==> config.mk <==
export PLATFORM = sky130hd
export DESIGN_NAME = txbank_mgr
export DESIGN_NICKNAME = d
export VERILOG_FILES = /design/src/rtl/txbank_pkg.sv /design/src/rtl/txbank_geom.sv /design/src/rtl/txbank_space.sv /design/src/rtl/txbank_bank.sv /design/src/rtl/txbank_mgr.sv
export SDC_FILE = /design/constraint.sdc
export NUM_CORES = 1
export LEC_CHECK = 0
export ABC_CLOCK_PERIOD_IN_PS = 5750
export CORE_MARGIN = 4
export CORE_UTILIZATION = 59
export CTS_CLUSTER_SIZE = 12
export DETAILED_ROUTE_END_ITERATION = 16
export DONT_BUFFER_PORTS = 1
export PLACE_DENSITY = 0.78
export REMOVE_ABC_BUFFERS = 1
export SETUP_SLACK_MARGIN = 0.1
export SYNTH_ARGS = -nofsm -noshare
export SYNTH_HDL_FRONTEND = slang
export SYNTH_SLANG_ARGS = --single-unit
==> constraint.sdc <==
create_clock -name clk -period 5.75 [get_ports clk]
set_input_delay 1.4375 -clock clk [delete_from_list [all_inputs] [get_ports clk]]
set_output_delay 1.4375 -clock clk [all_outputs]
set_load 0.02 [all_outputs]
==> src/rtl/txbank_pkg.sv <==
// Shared types for the transmit bank manager.
// Assumes: at most two banks; the arrangement code is two bits wide.
package txbank_pkg;
    typedef enum logic {
        OWN_HOST = 1'b0,
        OWN_TX   = 1'b1
    } owner_e;

    typedef enum logic [1:0] {
        SZ_ONE_2K = 2'b00,
        SZ_TWO_2K = 2'b01,
        SZ_TWO_4K = 2'b10,
        SZ_TWO_8K = 2'b11
    } size_e;
endpackage

==> src/rtl/txbank_geom.sv <==
// Decodes the arrangement code into the bank mode and the bank size in bytes.
// Assumes: the largest bank (BASE_BYTES*4) can be represented in LVL_W bits.
module txbank_geom #(
    parameter int BASE_BYTES = 2048,
    parameter int LVL_W      = 14
) (
    input  logic [1:0]       size,
    output logic             dual,
    output logic [LVL_W-1:0] cap
);
    import txbank_pkg::*;

    localparam logic [LVL_W-1:0] CAP1 = LVL_W'(BASE_BYTES);

    // Map the code to a mode and a power-of-two multiple of the base size.
    always_comb begin
        dual = 1'b1;
        cap  = CAP1;
        case (size_e'(size))
            SZ_ONE_2K: begin dual = 1'b0; cap = CAP1;       end
            SZ_TWO_2K: begin dual = 1'b1; cap = CAP1;       end
            SZ_TWO_4K: begin dual = 1'b1; cap = CAP1 << 1;  end
            default:   begin dual = 1'b1; cap = CAP1 << 2;  end
        endcase
    end
endmodule

==> src/rtl/txbank_space.sv <==
// Space check: says whether a packet of len payload bytes plus its header
// still fits in the fill bank, and how many bytes that packet occupies.
// Assumes: need_bytes is meaningful only when fits is high.
module txbank_space #(
    parameter int LVL_W     = 14,
    parameter int LEN_W     = 14,
    parameter int PKT_W     = 8,
    parameter int HDR_BYTES = 2
) (
    input  logic [LVL_W-1:0] cap,
    input  logic [LVL_W-1:0] level,
    input  logic [PKT_W-1:0] pkts,
    input  logic             host_own,
    input  logic [LEN_W-1:0] len,
    output logic             fits,
    output logic [LVL_W-1:0] need_bytes
);
    localparam int SUM_W = ((LVL_W > LEN_W) ? LVL_W : LEN_W) + 2;

    logic [SUM_W-1:0] need_w;
    logic [SUM_W-1:0] total_w;

    // Bytes the packet needs, and the level the bank would reach after it.
    always_comb begin
        need_w     = SUM_W'(len) + SUM_W'(HDR_BYTES);
        total_w    = SUM_W'(level) + need_w;
        need_bytes = LVL_W'(need_w);
        fits       = host_own && (pkts != {PKT_W{1'b1}}) && (total_w <= SUM_W'(cap));
    end
endmodule

==> src/rtl/txbank_bank.sv <==
// State of one bank: its owner, its fill level and its queued packet count.
// Host pushes grow it, a commit hands it to the transmitter, and each
// transmitter step drains one packet. The last step clears it back to the host.
// Assumes: the caller enables at most push or commit, and only for the right owner.
module txbank_bank #(
    parameter int LVL_W = 14,
    parameter int PKT_W = 8
) (
    input  logic                 clk,
    input  logic                 rst_n,
    input  logic [LVL_W-1:0]     cap,
    input  logic                 push_en,
    input  logic [LVL_W-1:0]     push_bytes,
    input  logic                 commit_en,
    input  logic                 step_en,
    output txbank_pkg::owner_e   owner,
    output logic [LVL_W-1:0]     level,
    output logic [PKT_W-1:0]     pkts,
    output logic                 last_out
);
    import txbank_pkg::*;

    localparam logic [PKT_W-1:0] ONE = PKT_W'(1);

    // Flag the step that drains the final packet.
    assign last_out = step_en && (pkts == ONE);

    // Update ownership, level and count for one bank.
    always_ff @(posedge clk) begin
        if (!rst_n) begin
            owner <= OWN_HOST;
            level <= '0;
            pkts  <= '0;
        end else if (step_en) begin
            if (pkts == ONE) begin
                owner <= OWN_HOST;
                level <= '0;
                pkts  <= '0;
            end else begin
                pkts <= pkts - ONE;
            end
        end else if (commit_en) begin
            owner <= OWN_TX;
        end else if (push_en) begin
            level <= level + push_bytes;
            pkts  <= pkts + ONE;
        end
    end

    assert_level_cap_R3: assert property (@(posedge clk) disable iff (!rst_n)
        level <= cap);

    assert_tx_nonempty_R5: assert property (@(posedge clk) disable iff (!rst_n)
        (owner == OWN_TX) |-> (pkts != '0));

    assert_push_host_R4: assert property (@(posedge clk) disable iff (!rst_n)
        push_en |-> (owner == OWN_HOST));

    assert_step_tx_R8: assert property (@(posedge clk) disable iff (!rst_n)
        step_en |-> (owner == OWN_TX));
endmodule

==> src/rtl/txbank_mgr.sv <==
// Transmit bank manager top. It holds the arrangement code, the fill and
// transmit bank pointers and the completion pulse, and it routes host and
// transmitter events to the two bank instances.
// Assumes: bank 1 stays unused and empty in single-buffer mode.
module txbank_mgr #(
    parameter int BASE_BYTES = 2048,
    parameter int HDR_BYTES  = 2,
    parameter int LEN_W      = 14,
    parameter int PKT_W      = 8,
    localparam int MAX_BYTES = BASE_BYTES * 4,
    localparam int LVL_W     = $clog2(MAX_BYTES + 1),
    localparam int ADDR_W    = $clog2(2 * MAX_BYTES)
) (
    input  logic              clk,
    input  logic              rst_n,
    input  logic              cfg_wr,
    input  logic [1:0]        cfg_size,
    output logic [1:0]        cur_size,
    input  logic [LEN_W-1:0]  hst_len,
    input  logic              hst_push,
    input  logic              hst_commit,
    output logic              hst_fits,
    output logic              hst_busy,
    output logic              fill_bank,
    output logic [LVL_W-1:0]  fill_level,
    output logic [PKT_W-1:0]  fill_pkts,
    output logic [ADDR_W-1:0] fill_addr,
    input  logic              tx_pkt_done,
    output logic              tx_ready,
    output logic              tx_bank,
    output logic [PKT_W-1:0]  tx_pkts,
    output logic [ADDR_W-1:0] tx_addr,
    output logic              tx_done
);
    import txbank_pkg::*;

    localparam int NBANK = 2;

    logic [1:0]       size_q;
    logic             fill_sel;
    logic             tx_sel;
    logic             done_q;
    logic             dual;
    logic [LVL_W-1:0] cap;
    logic [LVL_W-1:0] need_bytes;
    logic             host_ok;
    logic             push_ok;
    logic             commit_ok;
    logic             step_ok;
    logic             idle_all;
    logic             cfg_ok;
    logic             any_last;

    owner_e           own   [NBANK];
    logic [LVL_W-1:0] lvl   [NBANK];
    logic [PKT_W-1:0] pk    [NBANK];
    logic             last  [NBANK];

    txbank_geom #(
        .BASE_BYTES (BASE_BYTES),
        .LVL_W      (LVL_W)
    ) u_geom (
        .size (size_q),
        .dual (dual),
        .cap  (cap)
    );

    txbank_space #(
        .LVL_W     (LVL_W),
        .LEN_W     (LEN_W),
        .PKT_W     (PKT_W),
        .HDR_BYTES (HDR_BYTES)
    ) u_space (
        .cap        (cap),
        .level      (lvl[fill_sel]),
        .pkts       (pk[fill_sel]),
        .host_own   (host_ok),
        .len        (hst_len),
        .fits       (hst_fits),
        .need_bytes (need_bytes)
    );

    // Qualify host, transmitter and configuration events.
    always_comb begin
        host_ok   = (own[fill_sel] == OWN_HOST);
        commit_ok = hst_commit && host_ok && (pk[fill_sel] != '0);
        push_ok   = hst_push && !hst_commit && hst_fits;
        tx_ready  = (own[tx_sel] == OWN_TX);
        step_ok   = tx_pkt_done && tx_ready;
        idle_all  = (own[0] == OWN_HOST) && (own[1] == OWN_HOST) &&
                    (pk[0] == '0) && (pk[1] == '0) &&
                    (lvl[0] == '0) && (lvl[1] == '0);
        cfg_ok    = cfg_wr && idle_all && !hst_push;
        any_last  = last[0] || last[1];
    end

    for (genvar g = 0; g < NBANK; g++) begin : g_bank
        txbank_bank #(
            .LVL_W (LVL_W),
            .PKT_W (PKT_W)
        ) u_bank (
            .clk        (clk),
            .rst_n      (rst_n),
            .cap        (cap),
            .push_en    (push_ok && (fill_sel == 1'(g))),
            .push_bytes (need_bytes),
            .commit_en  (commit_ok && (fill_sel == 1'(g))),
            .step_en    (step_ok && (tx_sel == 1'(g))),
            .owner      (own[g]),
            .level      (lvl[g]),
            .pkts       (pk[g]),
            .last_out   (last[g])
        );
    end

    // Hold the arrangement code; accept a new one only when fully idle.
    always_ff @(posedge clk) begin
        if (!rst_n)      size_q <= 2'b00;
        else if (cfg_ok) size_q <= cfg_size;
    end

    // Advance the fill pointer to the other bank after each accepted commit.
    always_ff @(posedge clk) begin
        if (!rst_n)                 fill_sel <= 1'b0;
        else if (cfg_ok)            fill_sel <= 1'b0;
        else if (commit_ok && dual) fill_sel <= ~fill_sel;
    end

    // Advance the transmit pointer once a bank is fully drained.
    always_ff @(posedge clk) begin
        if (!rst_n)                           tx_sel <= 1'b0;
        else if (cfg_ok)                      tx_sel <= 1'b0;
        else if (step_ok && any_last && dual) tx_sel <= ~tx_sel;
    end

    // Register the one-cycle completion pulse.
    always_ff @(posedge clk) begin
        if (!rst_n) done_q <= 1'b0;
        else        done_q <= step_ok && any_last;
    end

    // Drive the status and address outputs.
    always_comb begin
        cur_size   = size_q;
        hst_busy   = !host_ok;
        fill_bank  = fill_sel;
        fill_level = lvl[fill_sel];
        fill_pkts  = pk[fill_sel];
        fill_addr  = (fill_sel ? ADDR_W'(cap) : '0) + ADDR_W'(lvl[fill_sel]);
        tx_bank    = tx_sel;
        tx_pkts    = tx_ready ? pk[tx_sel] : '0;
        tx_addr    = tx_sel ? ADDR_W'(cap) : '0;
        tx_done    = done_q;
    end

    assert_done_cause_R9: assert property (@(posedge clk) disable iff (!rst_n)
        tx_done |-> $past(tx_pkt_done && tx_ready && (tx_pkts == PKT_W'(1))));

    assert_busy_nofit_R6: assert property (@(posedge clk) disable iff (!rst_n)
        hst_busy |-> !hst_fits);

    assert_single_bank_R6: assert property (@(posedge clk) disable iff (!rst_n)
        (cur_size == 2'b00) |-> (!fill_bank && !tx_bank && (own[1] == OWN_HOST)));

    assert_cfg_guard_R11: assert property (@(posedge clk) disable iff (!rst_n)
        (cur_size != $past(cur_size)) |-> $past(idle_all && !hst_push));

    assert_order_R10: assert property (@(posedge clk) disable iff (!rst_n)
        ((own[0] == OWN_TX) && (own[1] == OWN_TX)) |-> (fill_bank == tx_bank));
endmodule

### Word-level counts from Yosys, hierarchy flattened

Cells that the tools add are included.

* register bits after elaboration: 51
* bits of input ports: 22
* output and inout bits: 66
* word-level logic and storage cells: 127

* add/subtract/negate cells: 9
* order comparisons: 3
* eq/ne operators: 9
* muxes and demuxes: 42
* bitwise gates (word level): 8
* reduce and logical (&&, ||, !) cells: 46

Operators by type and width (number)
* 14-bit two-way mux: 13
* 8-bit two-way mux: 15
* 14-bit adder: 3
* 14-bit zero test: 2
* 14-bit case mux with 2 select lines: 1
* 1-bit logical AND: 25
* 14-bit by 16-bit adder with 16-bit output: 1
* 8-bit by 1-bit adder with 8-bit output, second input constant: 2
* 8-bit by 1-bit equality test with 1-bit output, second input constant: 2
* 16-bit by 14-bit less-or-equal comparator with 1-bit output: 1
* 8-bit zero test: 2
* 8-bit by 1-bit subtractor with 8-bit output, second input constant: 2
* 14-bit by 2-bit adder with 15-bit output, second input constant: 1
* 1-bit two-way mux: 13
* 2-bit != test, second input constant: 4
* 8-bit != test, second input constant: 1
* 2-bit AND reduction: 4
* 2-bit nonzero test: 4
* 8-bit nonzero test: 1
* 1-bit inverter: 6
* 3-bit AND reduction: 2
* 2-bit greater-or-equal comparator, second input constant: 2
* 1-bit inverter with 2-bit output: 2
* 2-bit OR reduction: 2
* 5 further kinds: 6

### Longest topological paths before layout

* word-level depth: 12
* mapped depth: 22
* mapped depth without buffers: 21

### Modules after synthesis

Synthesis repeated with hierarchy kept, for this count alone.

* cells, all modules: 840
* area, all modules: 6567.5 um^2

By module, submodules not included
* txbank_bank at g_bank[1].u_bank: instances 1, cells each 223, area an instance 1779.2 um^2, sequential area each 460.4 um^2
* txbank_bank at g_bank[0].u_bank: instances 1, cells each 221, area an instance 1766.7 um^2, sequential area each 460.4 um^2
* txbank_mgr: instances 1, cells each 200, area an instance 1616.6 um^2, sequential area each 100.1 um^2
* txbank_space: instances 1, cells each 180, area an instance 1295.0 um^2, sequential area each 0.0 um^2
* txbank_geom: instances 1, cells each 16, area an instance 110.1 um^2, sequential area each 0.0 um^2

### Worst setup path after synthesis

No wires, ideal clock.

* kind: input to output
* start: in hst_len[1]
* end: out hst_fits
* arrival: 4713 ps
* data required time: 4313 ps
* path slack: -401 ps
* stages on the path: 15
* path buffers: 0
* cells stage by stage: nand3_1 -> or2_2 -> nor2_1 -> xor2_1 -> ha_1 -> a21oi_1 -> inv_1 -> a211oi_1 -> o31ai_1 -> xnor2_1 -> ha_1 -> nand4_1 -> or4_4 -> o41ai_4 -> and3_1

* word-level cells in the longest chain between the ends: 4

RTL lines
* start: declaration: RTL line txbank_mgr.sv:19 `input logic [LEN_W-1:0] hst_len,`
* 14-bit by 2-bit adder with 15-bit output: RTL line txbank_space.sv:25 `need_w = SUM_W'(len) + SUM_W'(HDR_BYTES);`
* 14-bit by 16-bit adder with 16-bit output: RTL line txbank_space.sv:26 `total_w = SUM_W'(level) + need_w;`
* 16-bit by 14-bit less-or-equal comparator with 1-bit output: RTL line txbank_space.sv:28 `fits = host_own && (pkts != {PKT_W{1'b1}}) && (total_w <= SUM_W'(cap));`
* 1-bit logical AND: RTL line txbank_space.sv:28
* end: declaration: RTL line txbank_mgr.sv:22 `output logic hst_fits,`

No other way between the ends.

### Worst setup path after layout

Same ends and word-level chain as after synthesis.

==> metrics.md <==
| Metric | Value |
|---|---|
| Req. time, crit path | 4310 ps |
| Register clock-pin slew on the reported worst setup and hold paths | 90 ps |
| Crit-path cells | ha_2 -> and3_4 -> xor2_1 -> ha_1 -> or3_1 -> a211oi_4 -> o31ai_4 -> xnor2_1 -> ha_1 -> nand4_1 -> or4_4 -> o41ai_4 -> and3_4 |
| Final core occ | 0.687 |
| Via count | 5288 |
| 1st-pass router iterations | 5 |
| Avg Cell Area, Syn | 7.78 um2 |
| Hold Vio Cnt, Final | 0 |
| CTS H-Tree Depth | 2 |
| Die Span Y | 103 um |
| DR WL/cell | 17.8 um |
| Max-slew violation count | 0 |
| RSZ-0062 raised after global routing | yes |
| Share of the yosys chip area belonging to registers | 0.191 |
| Core Box Area | 0.00876 mm2 |
| DRT iter0 DRCs | 321 |
| Fin worst setup slack | -211 ps |
| Die Wd | 103 um |
| Most frequent cell after synthesis | nor2_1 |
| Total GRT Usage | 0.278 |
| TritonCTS clock tree | built |
| # fillers | 709 |
| DRC viols | 0 |
| # rows | 34 |
| Critical Path End Type | output pin |
| PD cells | 204 mW/mm2 |
| I/O pin cnt | 88 |
| Critical Path Slowest Stage Cell | or4_4 |
| Final ANT Viol Nets | 0 |
| Worst-margin pin slew | 833 ps |
| Worst Path Arrival | 4520 ps |
| Power, Total | 1.23 mW |
| Root Driver | clkbuf_8 |
| CTS buffer count | 5 |
| Total gr overflow | 0 |
| Worst-Skew Late Latency | 310 ps |
| Most frequent cells after synthesis | 66 x nor2_1, 56 x nand2_1, 54 x a21oi_1, 52 x ha_1, 51 x dfxtp_1 |
| Worst vdd ir | 0.000115 V |
| Synthesis-stage register bit count | 51 |
| Starting density of the core | 0.610 |
| Via density | 6.34 |
| Routability congestion estimate | 0.998 |
| Syn-to-layout area delta | 12.5% |
| Final min period | 5960 ps |
| Buffers & Inverters on Critical Path | 0 |
| Crit Path Class | in -> out |
| Max cap viols | 0 |
| LEAKAGE | 2.61 nW |
| Mapped Area | 0.00535 mm2 |
| Post-DP HPWL | 11600 um |
| First-pass GRT wire length | 23800 um |
| Vias in the first global route | 5270 |
| Area leader, netlist | dfxtp_1 |
| Worst-path maximum fanout | 4 |
| Main synth FF type | dfxtp_1 |
| # nets final | 803 |
| Synth Instances | 687 |
| Fmax | 0.168 GHz |
| Routed WL | 14800 um |
| Hold crit path type | reg -> reg |
| CP peak stage delay | 470 ps |
| Final Setup Violations | 1 |
| Pin count of the biggest net entering global routing | 29 |
| Async S/R FF share, synth | 0 |
| Synth top area share | 0.191 |
| Crit start category | primary input |
| Crit path max-delay family | simple AND/OR/NAND/NOR gates |
| Relative slew slack | 0.444 |
| Initial antenna violation count | 0 |
| Status | finished, violations left |
| Fraction of layout cells with a size suffix above 1 | 0.185 |
| Area contributors post-synth | dfxtp_1 19%, ha_1 12%, xnor2_1 5.1% |
| TritonCTS Sinks | 51 |
| Longest Clk Path Bufs | 2 |
| Fin Clk Skew | 5.36 ps |
| Synth warnings | 0 |
| Die area | 0.0107 mm2 |
| Yosys cell types | 71 |
| Port bufs | 0 |
| Crit share post-route | 1.04 |
| ANT cells | 0 |
| Violated checks | negative setup slack |
| Post-synth EDFFs | 0 |
[layer usage]
layer	up-vias	global-route usage	share of wire
li1	2568	-	-
met5	-	0	0
met4	0	0.0986	0.023
met3	33	0.0409	0.065
met1	2505	0.339	0.41
met2	182	0.498	0.50
[final timing paths]
check	startpoint	cells past startpoint	endpoint	slack, ps
setup / recovery	hst_len[1]	13	hst_fits	-210
hold / removal	g_bank[0].u_bank.level[8]$_SDFFE_PN0P_	2	g_bank[0].u_bank.level[8]$_SDFFE_PN0P_	530
hold reg to reg	g_bank[0].u_bank.level[8]$_SDFFE_PN0P_	2	g_bank[0].u_bank.level[8]$_SDFFE_PN0P_	530
setup reg to reg	fill_bank$_SDFFE_PP0P_	19	g_bank[0].u_bank.level[11]$_SDFFE_PN0P_	840
[sequential cells by signal (all words and copies together) (netlist names)]
register and cells:
g_bank.u_bank.level 28, g_bank.u_bank.pkts 16, cur_size 2, g_bank.u_bank.owner 2, fill_bank 1, tx_bank 1
tx_done 1
[cells by family (layout without fill, tap and decap cells)]
| kind of cell | Yosys count | count (layout) | synth area share |
|---|---|---|---|
| XOR/XNOR | 47 | 47 | 0.0770 |
| adder cells (fa/ha/maj) | 56 | 56 | 0.137 |
| AND/OR/NAND/NOR | 256 | 256 | 0.240 |
| buffers and inverters | 71 | 100 | 0.0676 |
| other | 1 | 11 | 0.000701 |
| multiplexers | 31 | 31 | 0.0622 |
| AO/OA/AOI/OAI | 174 | 174 | 0.225 |
| flip-flops | 51 | 51 | 0.191 |
[timing repair]
| item | in CTS | in global routing |
|---|---|---|
| hold buffers | 0 | 0 |
| setup endpoints to repair | 1 | 14 |
| setup buffers | 4 | 1 |
| pin swaps | 11 | 9 |
| gates resized for setup | 24 | 5 |
[power by group]
group | switching (mW) | total (mW) | internal (mW)
clock network | 0.124 | 0.265 | 0.141
registers | 0.0515 | 0.426 | 0.374
logic | 0.314 | 0.538 | 0.224
total | 0.490 | 1.23 | 0.739
[per-stage QoR]
step / cell area (um2) / cells / setup slack, ps / hold slack, ps / TNS [ps]
2_1_floorplan: 5100 / 647 / -401 / 466 / -401
3_3_place_gp: 5730 / 821 / -364 / 488 / -364
3_5_place_dp: 5730 / 821 / -474 / 495 / -1210
4_1_cts: 5990 / 833 / -162 / 526 / -162
5_1_grt: 6020 / 834 / -331 / 554 / -331
6_report: 6020 / 834 / -211 / 526 / -211
[cell type report]
| class | count | area, um2 | area share |
|---|---|---|---|
| Sequential cell | 51 | 1020 | 0.170 |
| Clock inverter | 2 | 35.0 | 0.00582 |
| Timing Repair Buffer | 71 | 533 | 0.0886 |
| Inverter | 21 | 78.8 | 0.0131 |
| Tap cell | 108 | 135 | 0.0225 |
| Clock buffer | 6 | 82.6 | 0.0137 |
| Multi-Input combinational cell | 575 | 4130 | 0.686 |
[tightest hold or removal path, stage by stage, from the launching register on]
cell and delay, ps:
dfxtp_1 350, nand3_1 80, a21oi_1 50
[placed cells by master, fill, tap and decap left out, drive strengths merged, types with 4 or more instances in the layout]
| cell type | n |
|---|---|
| a21o | 10 |
| buf | 71 |
| nand3b | 4 |
| clkbuf | 6 |
| a21oi | 54 |
| mux2i | 13 |
| nor2 | 67 |
| a22o | 13 |
| a221oi | 5 |
| dfxtp | 51 |
| or3 | 4 |
| nor2b | 10 |
| nand4 | 6 |
| a211oi | 9 |
| ha | 52 |
| nand2b | 7 |
| inv | 20 |
| o311ai | 4 |
| o21ai | 22 |
| nor4 | 9 |
| and3 | 14 |
| mux2 | 18 |
| o211ai | 6 |
| o21a | 9 |
| a31oi | 8 |
| conb | 11 |
| nand3 | 35 |
| xnor2 | 31 |
| fa | 4 |
| nand2 | 56 |
| nor3b | 5 |
| xor2 | 16 |
| nor3 | 16 |
| or2 | 4 |
| or4 | 5 |
| and2 | 6 |
No activity file was read; power rests on OpenSTA's default activity.
